$ cat config.mk
export PLATFORM = sky130hd
export DESIGN_NAME = snap_rdbuf
export DESIGN_NICKNAME = d
export VERILOG_FILES = /design/src/rtl/snap_pkg.sv /design/src/rtl/snap_wide_cnt.sv /design/src/rtl/snap_shadow.sv /design/src/rtl/snap_decode.sv /design/src/rtl/snap_rdbuf.sv
export SDC_FILE = /design/constraint.sdc
export NUM_CORES = 1
export LEC_CHECK = 0
export BUFFER_PORTS_ARGS = -buffer_cell sky130_fd_sc_hd__buf_2
export CORE_MARGIN = 2
export CORE_UTILIZATION = 56
export CTS_CLUSTER_SIZE = 16
export DETAILED_ROUTE_END_ITERATION = 6
export GPL_TIMING_DRIVEN = 0
export PLACE_DENSITY_LB_ADDON = 0.12
export SYNTH_ARGS = -nofsm -noshare
export SYNTH_HDL_FRONTEND = slang
export SYNTH_SLANG_ARGS = --single-unit
$ cat constraint.sdc
create_clock -name clk -period 2.4 [get_ports clk]
set_input_delay 0 -clock clk [delete_from_list [all_inputs] [get_ports clk]]
set_output_delay 0 -clock clk [all_outputs]
set_load 0.005 [all_outputs]
$ cat src/rtl/snap_pkg.sv
package snap_pkg;

  // One rd_acc bit per register in the group
  typedef enum logic [2:0] {
    REG_WIDE = 3'd0,
    REG_GRPB = 3'd1,
    REG_GRPC = 3'd2,
    REG_LIVE = 3'd3,
    REG_EXTE = 3'd4,
    REG_EXTF = 3'd5
  } reg_idx_e;

  localparam int unsigned NUM_REGS = 6;

  // Registers that follow the words of the wide counter
  localparam int unsigned NUM_NARROW = 5;

endpackage

$ cat src/rtl/snap_wide_cnt.sv
module snap_wide_cnt #(
  parameter int unsigned         W       = 64,
  parameter logic [W-1:0]        RST_VAL = '0
) (
  input  logic         clk,
  input  logic         rst_n,
  output logic [W-1:0] cnt_q
);

  logic [W-1:0] cnt_d;

  always_comb begin
    cnt_d = cnt_q + W'(1);
  end

  always_ff @(posedge clk or negedge rst_n) begin
    if (!rst_n) begin
      cnt_q <= RST_VAL;
    end else begin
      cnt_q <= cnt_d;
    end
  end

endmodule

$ cat src/rtl/snap_shadow.sv
module snap_shadow #(
  parameter int unsigned W = 32
) (
  input  logic         clk,
  input  logic         rst_n,
  input  logic         ld,
  input  logic [W-1:0] d,
  output logic [W-1:0] q
);

  logic [W-1:0] q_nxt;

  // The clock enable is written out as a hold mux
  always_comb begin
    q_nxt = q;
    if (ld) begin
      q_nxt = d;
    end
  end

  always_ff @(posedge clk or negedge rst_n) begin
    if (!rst_n) begin
      q <= '0;
    end else begin
      q <= q_nxt;
    end
  end

endmodule

$ cat src/rtl/snap_decode.sv
module snap_decode
  import snap_pkg::*;
#(
  parameter int unsigned ADDR_W = 4,
  parameter int unsigned WORDS  = 2
) (
  input  logic                rd_stb,
  input  logic [ADDR_W-1:0]   rd_addr,
  input  logic                trig_act,
  output logic [WORDS-1:0]    wide_sel,
  output logic [NUM_NARROW-1:0] nar_sel,
  output logic                ld_wide,
  output logic                ld_grp,
  output logic                ld_ext,
  output logic [NUM_REGS-1:0] acc
);

  localparam logic [ADDR_W-1:0] NAR_BASE = ADDR_W'(WORDS);
  localparam int unsigned       LIVE_OFS = 2;

  always_comb begin
    wide_sel = '0;
    nar_sel  = '0;
    for (int w = 0; w < WORDS; w++) begin
      if (rd_stb && (rd_addr == ADDR_W'(w))) begin
        wide_sel[w] = 1'b1;
      end
    end
    for (int n = 0; n < NUM_NARROW; n++) begin
      if (rd_stb && (rd_addr == NAR_BASE + ADDR_W'(n))) begin
        nar_sel[n] = 1'b1;
      end
    end
  end

  always_comb begin
    // Low word of the wide counter triggers itself
    ld_wide = wide_sel[0];
    // Reading the live word triggers the group pair
    ld_grp  = nar_sel[LIVE_OFS];
    ld_ext  = trig_act;
    acc           = '0;
    acc[REG_WIDE] = ld_wide;
    acc[REG_GRPB] = ld_grp;
    acc[REG_GRPC] = ld_grp;
    acc[REG_LIVE] = ld_grp;
    acc[REG_EXTE] = ld_ext;
    acc[REG_EXTF] = ld_ext;
  end

endmodule

$ cat src/rtl/snap_rdbuf.sv
module snap_rdbuf
  import snap_pkg::*;
#(
  parameter int unsigned          DATA_W        = 32,
  parameter int unsigned          WIDE_W        = 64,
  parameter int unsigned          ADDR_W        = 4,
  parameter logic [WIDE_W-1:0]    CNT_RST       = '0,
  parameter logic                 TRIG_ACT_HIGH = 1'b1
) (
  input  logic                clk,
  input  logic                rst_n,
  input  logic                rd_stb,
  input  logic [ADDR_W-1:0]   rd_addr,
  input  logic                ext_trig,
  input  logic [DATA_W-1:0]   sts_b,
  input  logic [DATA_W-1:0]   sts_c,
  input  logic [DATA_W-1:0]   sts_d,
  input  logic [DATA_W-1:0]   sts_e,
  input  logic [DATA_W-1:0]   sts_f,
  output logic                rd_ack,
  output logic [DATA_W-1:0]   rd_data,
  output logic [NUM_REGS-1:0] rd_acc
);

  localparam int unsigned WORDS = WIDE_W / DATA_W;

  logic [WIDE_W-1:0]        cnt_q;
  logic [DATA_W-1:0]        wide_view [WORDS];
  logic [WORDS-1:0]         wide_sel;
  logic [NUM_NARROW-1:0]    nar_sel;
  logic                     ld_wide;
  logic                     ld_grp;
  logic                     ld_ext;
  logic                     trig_act;
  logic [DATA_W-1:0]        shd_b;
  logic [DATA_W-1:0]        shd_c;
  logic [DATA_W-1:0]        shd_e;
  logic [DATA_W-1:0]        shd_f;
  logic [DATA_W-1:0]        nar_view [NUM_NARROW];
  logic [DATA_W-1:0]        rd_data_nxt;
  logic                     rd_ack_nxt;

  assign trig_act = (ext_trig == TRIG_ACT_HIGH);

  snap_wide_cnt #(
    .W       (WIDE_W),
    .RST_VAL (CNT_RST)
  ) u_cnt (
    .clk   (clk),
    .rst_n (rst_n),
    .cnt_q (cnt_q)
  );

  snap_decode #(
    .ADDR_W (ADDR_W),
    .WORDS  (WORDS)
  ) u_dec (
    .rd_stb   (rd_stb),
    .rd_addr  (rd_addr),
    .trig_act (trig_act),
    .wide_sel (wide_sel),
    .nar_sel  (nar_sel),
    .ld_wide  (ld_wide),
    .ld_grp   (ld_grp),
    .ld_ext   (ld_ext),
    .acc      (rd_acc)
  );

  // Word 0 bypasses its buffer: the live low word is returned
  assign wide_view[0] = cnt_q[DATA_W-1:0];

  // Upper words are captured on the same edge as the word-0 read
  for (genvar gw = 1; gw < WORDS; gw++) begin : g_wide_shd
    snap_shadow #(.W(DATA_W)) u_shd (
      .clk   (clk),
      .rst_n (rst_n),
      .ld    (ld_wide),
      .d     (cnt_q[gw*DATA_W +: DATA_W]),
      .q     (wide_view[gw])
    );
  end

  snap_shadow #(.W(DATA_W)) u_shd_b (
    .clk (clk), .rst_n (rst_n), .ld (ld_grp), .d (sts_b), .q (shd_b)
  );
  snap_shadow #(.W(DATA_W)) u_shd_c (
    .clk (clk), .rst_n (rst_n), .ld (ld_grp), .d (sts_c), .q (shd_c)
  );
  snap_shadow #(.W(DATA_W)) u_shd_e (
    .clk (clk), .rst_n (rst_n), .ld (ld_ext), .d (sts_e), .q (shd_e)
  );
  snap_shadow #(.W(DATA_W)) u_shd_f (
    .clk (clk), .rst_n (rst_n), .ld (ld_ext), .d (sts_f), .q (shd_f)
  );

  assign nar_view[0] = shd_b;
  assign nar_view[1] = shd_c;
  assign nar_view[2] = sts_d;
  assign nar_view[3] = shd_e;
  assign nar_view[4] = shd_f;

  // Read mux: selects are one-hot, so an OR tree suffices
  always_comb begin
    rd_data_nxt = '0;
    for (int w = 0; w < WORDS; w++) begin
      if (wide_sel[w]) begin
        rd_data_nxt = rd_data_nxt | wide_view[w];
      end
    end
    for (int n = 0; n < NUM_NARROW; n++) begin
      if (nar_sel[n]) begin
        rd_data_nxt = rd_data_nxt | nar_view[n];
      end
    end
    rd_ack_nxt = rd_stb;
  end

  always_ff @(posedge clk or negedge rst_n) begin
    if (!rst_n) begin
      rd_ack  <= 1'b0;
      rd_data <= '0;
    end else begin
      rd_ack  <= rd_ack_nxt;
      rd_data <= rd_data_nxt;
    end
  end

endmodule

# --- Word level (Yosys, flattened, before mapping) ---
# Index checks and enable logic that the tools add are counted.
word_totals:
  in_bits: 168
  word_cells: 43
  output_inout_bits: 39
  reg_bits: 257
classes:
  add_sub_neg: 1
  bitwise: 6
  muxes: 14
  n_reduce_logical: 8
  n_eq_ne: 6
ops:
  columns: ["operator", "count"]
  rows:
  - ["$mux W32", 7]
  - ["$or A32 B32 Y32", 6]
  - ["$add A64 B1 Y64 const B", 1]
  - ["$eq A4 B3 Y1 const B", 3]
  - ["$eq A4 B2 Y1 const B", 2]
  - ["$logic_and A1 B1 Y1", 7]
  - ["$mux W1", 7]
  - ["$eq A4 B1 Y1 const B", 1]
  - ["$logic_not A4 Y1", 1]

# --- Depth between registers and ports, before layout ---
depth:
  word_depth: 16
  ltp_mapped: 9
  depth_no_buf: 6

# --- Hierarchy ---
# From an unflattened synthesis, not the netlist that was laid out.
unflattened:
  cells_unflattened: 816
  hier_area_um2: 11778.8
modules_own_cells:
  columns: ["mod", "seq_area_each_um2", "cells_per_inst", "area_each_um2", "instances"]
  rows:
  - ["snap_shadow", 800.8, 68, 1345.0, 5]
  - ["snap_wide_cnt", 1601.5, 273, 2995.4, 1]
  - ["snap_rdbuf", 825.8, 182, 1921.8, 1]
  - ["snap_decode", 0.0, 21, 136.4, 1]

# --- Least setup slack after synthesis ---
# Ideal clock, no wire load.
synth_timing:
  kind: "flip-flop to flip-flop"
  from: "register u_cnt.cnt_q[0]"
  to: "register u_cnt.cnt_q[54]"
  required_time_ps: 2321
  n_path_buf: 1
  setup_time_ps: 79
  stages_incl_launch_ff: 8
  setup_slack_ps: 565
  arrival_time_ps: 1755
  period_less_slack_ps: 1835
  path_cell_list: "dfrtp_1 ha_1 nand3_1 nor3_2 nand4_4 buf_2 nor3_1 xor2_1"
synth_between:
  elab_chain_cells: 1
synth_lines:
  columns: ["element", "line", "source"]
  rows:
  - ["start: declaration", "snap_wide_cnt.sv:7", "output logic [W-1:0] cnt_q"]
  - ["start signal: assignment", "snap_wide_cnt.sv:20", "cnt_q <= cnt_d;"]
  - ["$add A64 B1 Y64", "snap_wide_cnt.sv:13", "cnt_d = cnt_q + W'(1);"]
  - ["named net u_cnt.cnt_d[54]", "snap_wide_cnt.sv:10", "logic [W-1:0] cnt_d;"]
# The timed path passes the listed nets, and every way through them passes these cells.
# A chain may end at the register's enable or synchronous reset.

# --- Worst setup path after layout ---
layout_timing:
  from: "register u_cnt.cnt_q[0]"
  to: "register u_cnt.cnt_q[46]"
# Same word-level chain as after synthesis.

==> results.py <==
metrics = {
    "status": {
        "status": "complete, no violations",
    },
    "drt": {
        "drt-total-wl_um": 32600,
        "drc": 0,
        "ant_nets": 0,
        "post_drt_via_cell_ratio": 5.50,
        "num_vias": 8992,
        "wl_per_cell_um": 19.9,
        "drt_iter0_markers": 521,
        "drt_first_pass_iters": 5,
    },
    "finish": {
        "fin_util_pct": 77.4,
        "fillers": 1251,
        "area_growth_pct": 35.4,
        "multiInputGateArea_um2": 4730,
        "final_nets": 1510,
        "drive_gt1_share_pct": 34.0,
        "regArea_um2": 6430,
        "stdcell_count": 1634,
    },
    "die": {
        "io_pins": 207,
        "die_w_um": 148,
        "die-area_um2": 21800,
        "start_util_pct": 57.2,
        "rows": 52,
        "core_um2": 20200,
        "die_h_um": 148,
    },
    "sta": {
        "fin_worst_skew_ns": 0.0136,
        "finalSetupViolCount": 0,
        "fin_crit_sh_pct": 93.9,
        "hold_ws_ns": 0.0507,
        "slew_viol_final": 0,
        "relSlewSlack_pct": 50.0,
        "worst_slew_pin_slew_ns": 0.749,
        "fin_ws_ns": 0.145,
        "hold_violations": 0,
        "timing.fmax_mhz": 444,
        "fin_crit_ns": 2.25,
        "fin_tns_setup_ns": 0,
    },
    "grt": {
        "grt_pass1_wl_um": 51500,
        "grt_pass1_vias": 9580,
        "grt_use_total_pct": 30.3,
        "antenna_found_initial": 1,
        "grt-ovfl-total": 0,
        "grt_max_degree": 91,
    },
    "pwr": {
        "p_per_area_nw_per_um2": 689,
        "seq_power_share_pct": 45.7,
        "swShare_pct": 23.1,
        "clockPowerShare_pct": 41.6,
        "power_frac_comb_pct": 12.7,
        "p_switching_mw": 2.49,
        "vdd_drop_max_uv": 498,
        "internal_power_mw": 8.29,
        "leakage_nw": 7.53,
    },
    "logic_synthesis": {
        "synth_top_area_share_pct": 55.6,
        "synth_seq_area_share_pct": 55.6,
        "yosysTopAreaCell": "dfrtp_1",
        "ys_async_sr_fraction_pct": 100,
        "synth_area_per_cell_um2": 12.3,
        "synth.area.top_cells": "dfrtp_1 56%, mux2_2 12%, mux4_2 6.2%",
        "synth-edff-count": 0,
        "netlist_area_um2": 11600,
        "synth_cells": 937,
        "ys_types": 40,
        "synth_commonest_cells": "257 x dfrtp_1, 128 x mux2_2, 119 x nand2_1, 50 x nor2_1, 39 x inv_1",
        "ys_seq_elements": 257,
        "yosys_warnings": 0,
        "yosysMostFrequentCell": "dfrtp_1",
        "synth_top_flop_cell": "dfrtp_1",
        "synth_fp_nets": 1106,
    },
    "placed_design": {
        "dp_hpwl_um": 20300,
        "io_buffers": 205,
        "gp_congestion": 0.818,
        "dp_slack_ns": -0.0871,
        "dp.cells": 1414,
    },
    "clock_network": {
        "cts_tree": "done",
        "cts_sinks": 257,
        "cts_max_level": 1,
        "root_buffer": "clkbuf_16",
        "cts.clk_slew.worst_paths_ns": 0.06,
        "cts_buffer_depth": 3,
        "cts_buffers": 28,
        "insertion_delay_ns": 0.54,
    },
    "worst_setup_path": {
        "worstPathMaxFanout": 10,
        "worst-setup-path-type": "flop to flop",
        "r2r_end": "u_cnt.cnt_q[46]",
        "worstPathArrival_ns": 2.71,
        "reg2reg_depth": 7,
        "worst_setup_path_start_kind": "flop",
        "r2r_start": "u_cnt.cnt_q[0]",
        "reg2reg_setup_slack_ns": 0.15,
        "crit_path_start": "u_cnt.cnt_q[0]",
        "cp-endpoint": "u_cnt.cnt_q[46]",
        "endpoint_kind": "flop",
        "crit_required_ns": 2.85,
    },
    "worst_hold_path": {
        "hp-class": "primary input to flop",
    },
    "flow_run": {
        "cap_viol_max_count": 0,
    },
}
[placed cells by master (no fill, tap or decap), types with 2 or more instances in the layout]
master	n
clkbuf_16	29
nor3_1	18
and3_1	7
dfrtp_1	257
nand2_1	119
buf_1	5
buf_4	11
buf_2	221
mux2i_1	32
nand4_4	2
xnor2_1	24
buf_16	2
nor3_4	2
nor2_1	50
mux4_2	32
diode_2	2
clkinvlp_4	2
nor4_1	4
nand4_1	10
clkinv_2	4
dlygate4sd3_1	163
bufinv_16	3
or3_1	5
nand3_1	21
mux2_2	128
nor4_2	7
and4_1	5
o22ai_1	32
xor2_1	38
a21oi_1	32
clkbuf_1	30
inv_1	39
o21ai_0	4
clkbuf_8	8
[power groups by stage]
stage / Combinational (mW) / Clock (mW) / Sequential [mW]
after floorplan: 0.699 / 0 / 4.92
after CTS: 1.33 / 4.54 / 4.91
final: 1.37 / 4.48 / 4.93
after global routing: 1.48 / 4.72 / 4.97
after global placement: 1.08 / 0 / 4.97
after detailed placement: 1.12 / 0 / 4.99
[metal layers]
layer	share of wire [%]	vias up	global-route usage, %
met5	0	-	0
met3	6.0	86	5.83
met1	41	4498	40.1
li1	-	4064	-
met4	3.5	0	10.6
met2	50	344	50.8
[worst min-delay path by stage]
| stage | from | endpoint | depth (start not counted) |
|---|---|---|---|
| 2_1_floorplan | rst_n | g_wide_shd[1].u_shd.q[0] | 0 |
| 3_3_place_gp | rd_stb | rd_ack | 1 |
| 3_5_place_dp | rst_n | u_shd_e.q[6] | 1 |
| 4_1_cts | sts_d[11] | rd_data[11] | 5 |
| 5_1_grt | sts_d[11] | rd_data[11] | 5 |
| 6_report | sts_d[11] | rd_data[11] | 5 |
[worst max-delay path: stages (launching register included)]
cell	delay [ns]
dfrtp_1	0.43
ha_1	0.22
nand3_1	0.25
nor3_4	0.43
nand4_4	0.20
buf_2	0.26
nor3_1	0.22
xor2_1	0.17
[through the flow]
| stage | total power [mW] | cell area, um^2 |
|---|---|---|
| global placement | 6.04 | 12900 |
| detailed placement | 6.10 | 13000 |
| finish | 10.8 | 15700 |
| floorplan | 5.62 | 11600 |
| global route | 11.2 | 15700 |
| CTS | 10.8 | 15600 |
[kinds of logic after synthesis]
group           share of synthesized area (%)
xor+xnor                                 4.70
simple gates                             11.3
fa+ha+maj                               0.108
mux                                      21.5
buf+inv                                  3.57
compound gates                           3.29
flops                                    55.6
[flip-flops by register name, indices dropped and copies added, names as in the netlist]
| signal | cells |
|---|---|
| u_shd_e.q | 32 |
| u_shd_c.q | 32 |
| u_cnt.cnt_q | 64 |
| rd_data | 32 |
| u_shd_f.q | 32 |
| rd_ack | 1 |
| g_wide_shd.u_shd.q | 32 |
| u_shd_b.q | 32 |
[cell type report]
type	instances	area share (%)
clock buffers	42	5.46
multi-input cells	584	30.2
repair buffers	375	17.6
inverters	40	0.959
flip-flops and latches	257	41.1
well taps	270	2.16
diodes	2	0.0320
clock inverters	9	0.799
plain buffers	55	1.65
[timing repair]
item,in CTS,in global routing
resized for setup,1,3
buffers inserted,0,5
pin swaps,0,3
hold buffers,163,0
setup endpoints to repair,9,19
endpoints found under the hold margin,259,0
Note: power is estimated with default switching activity, not from simulation.
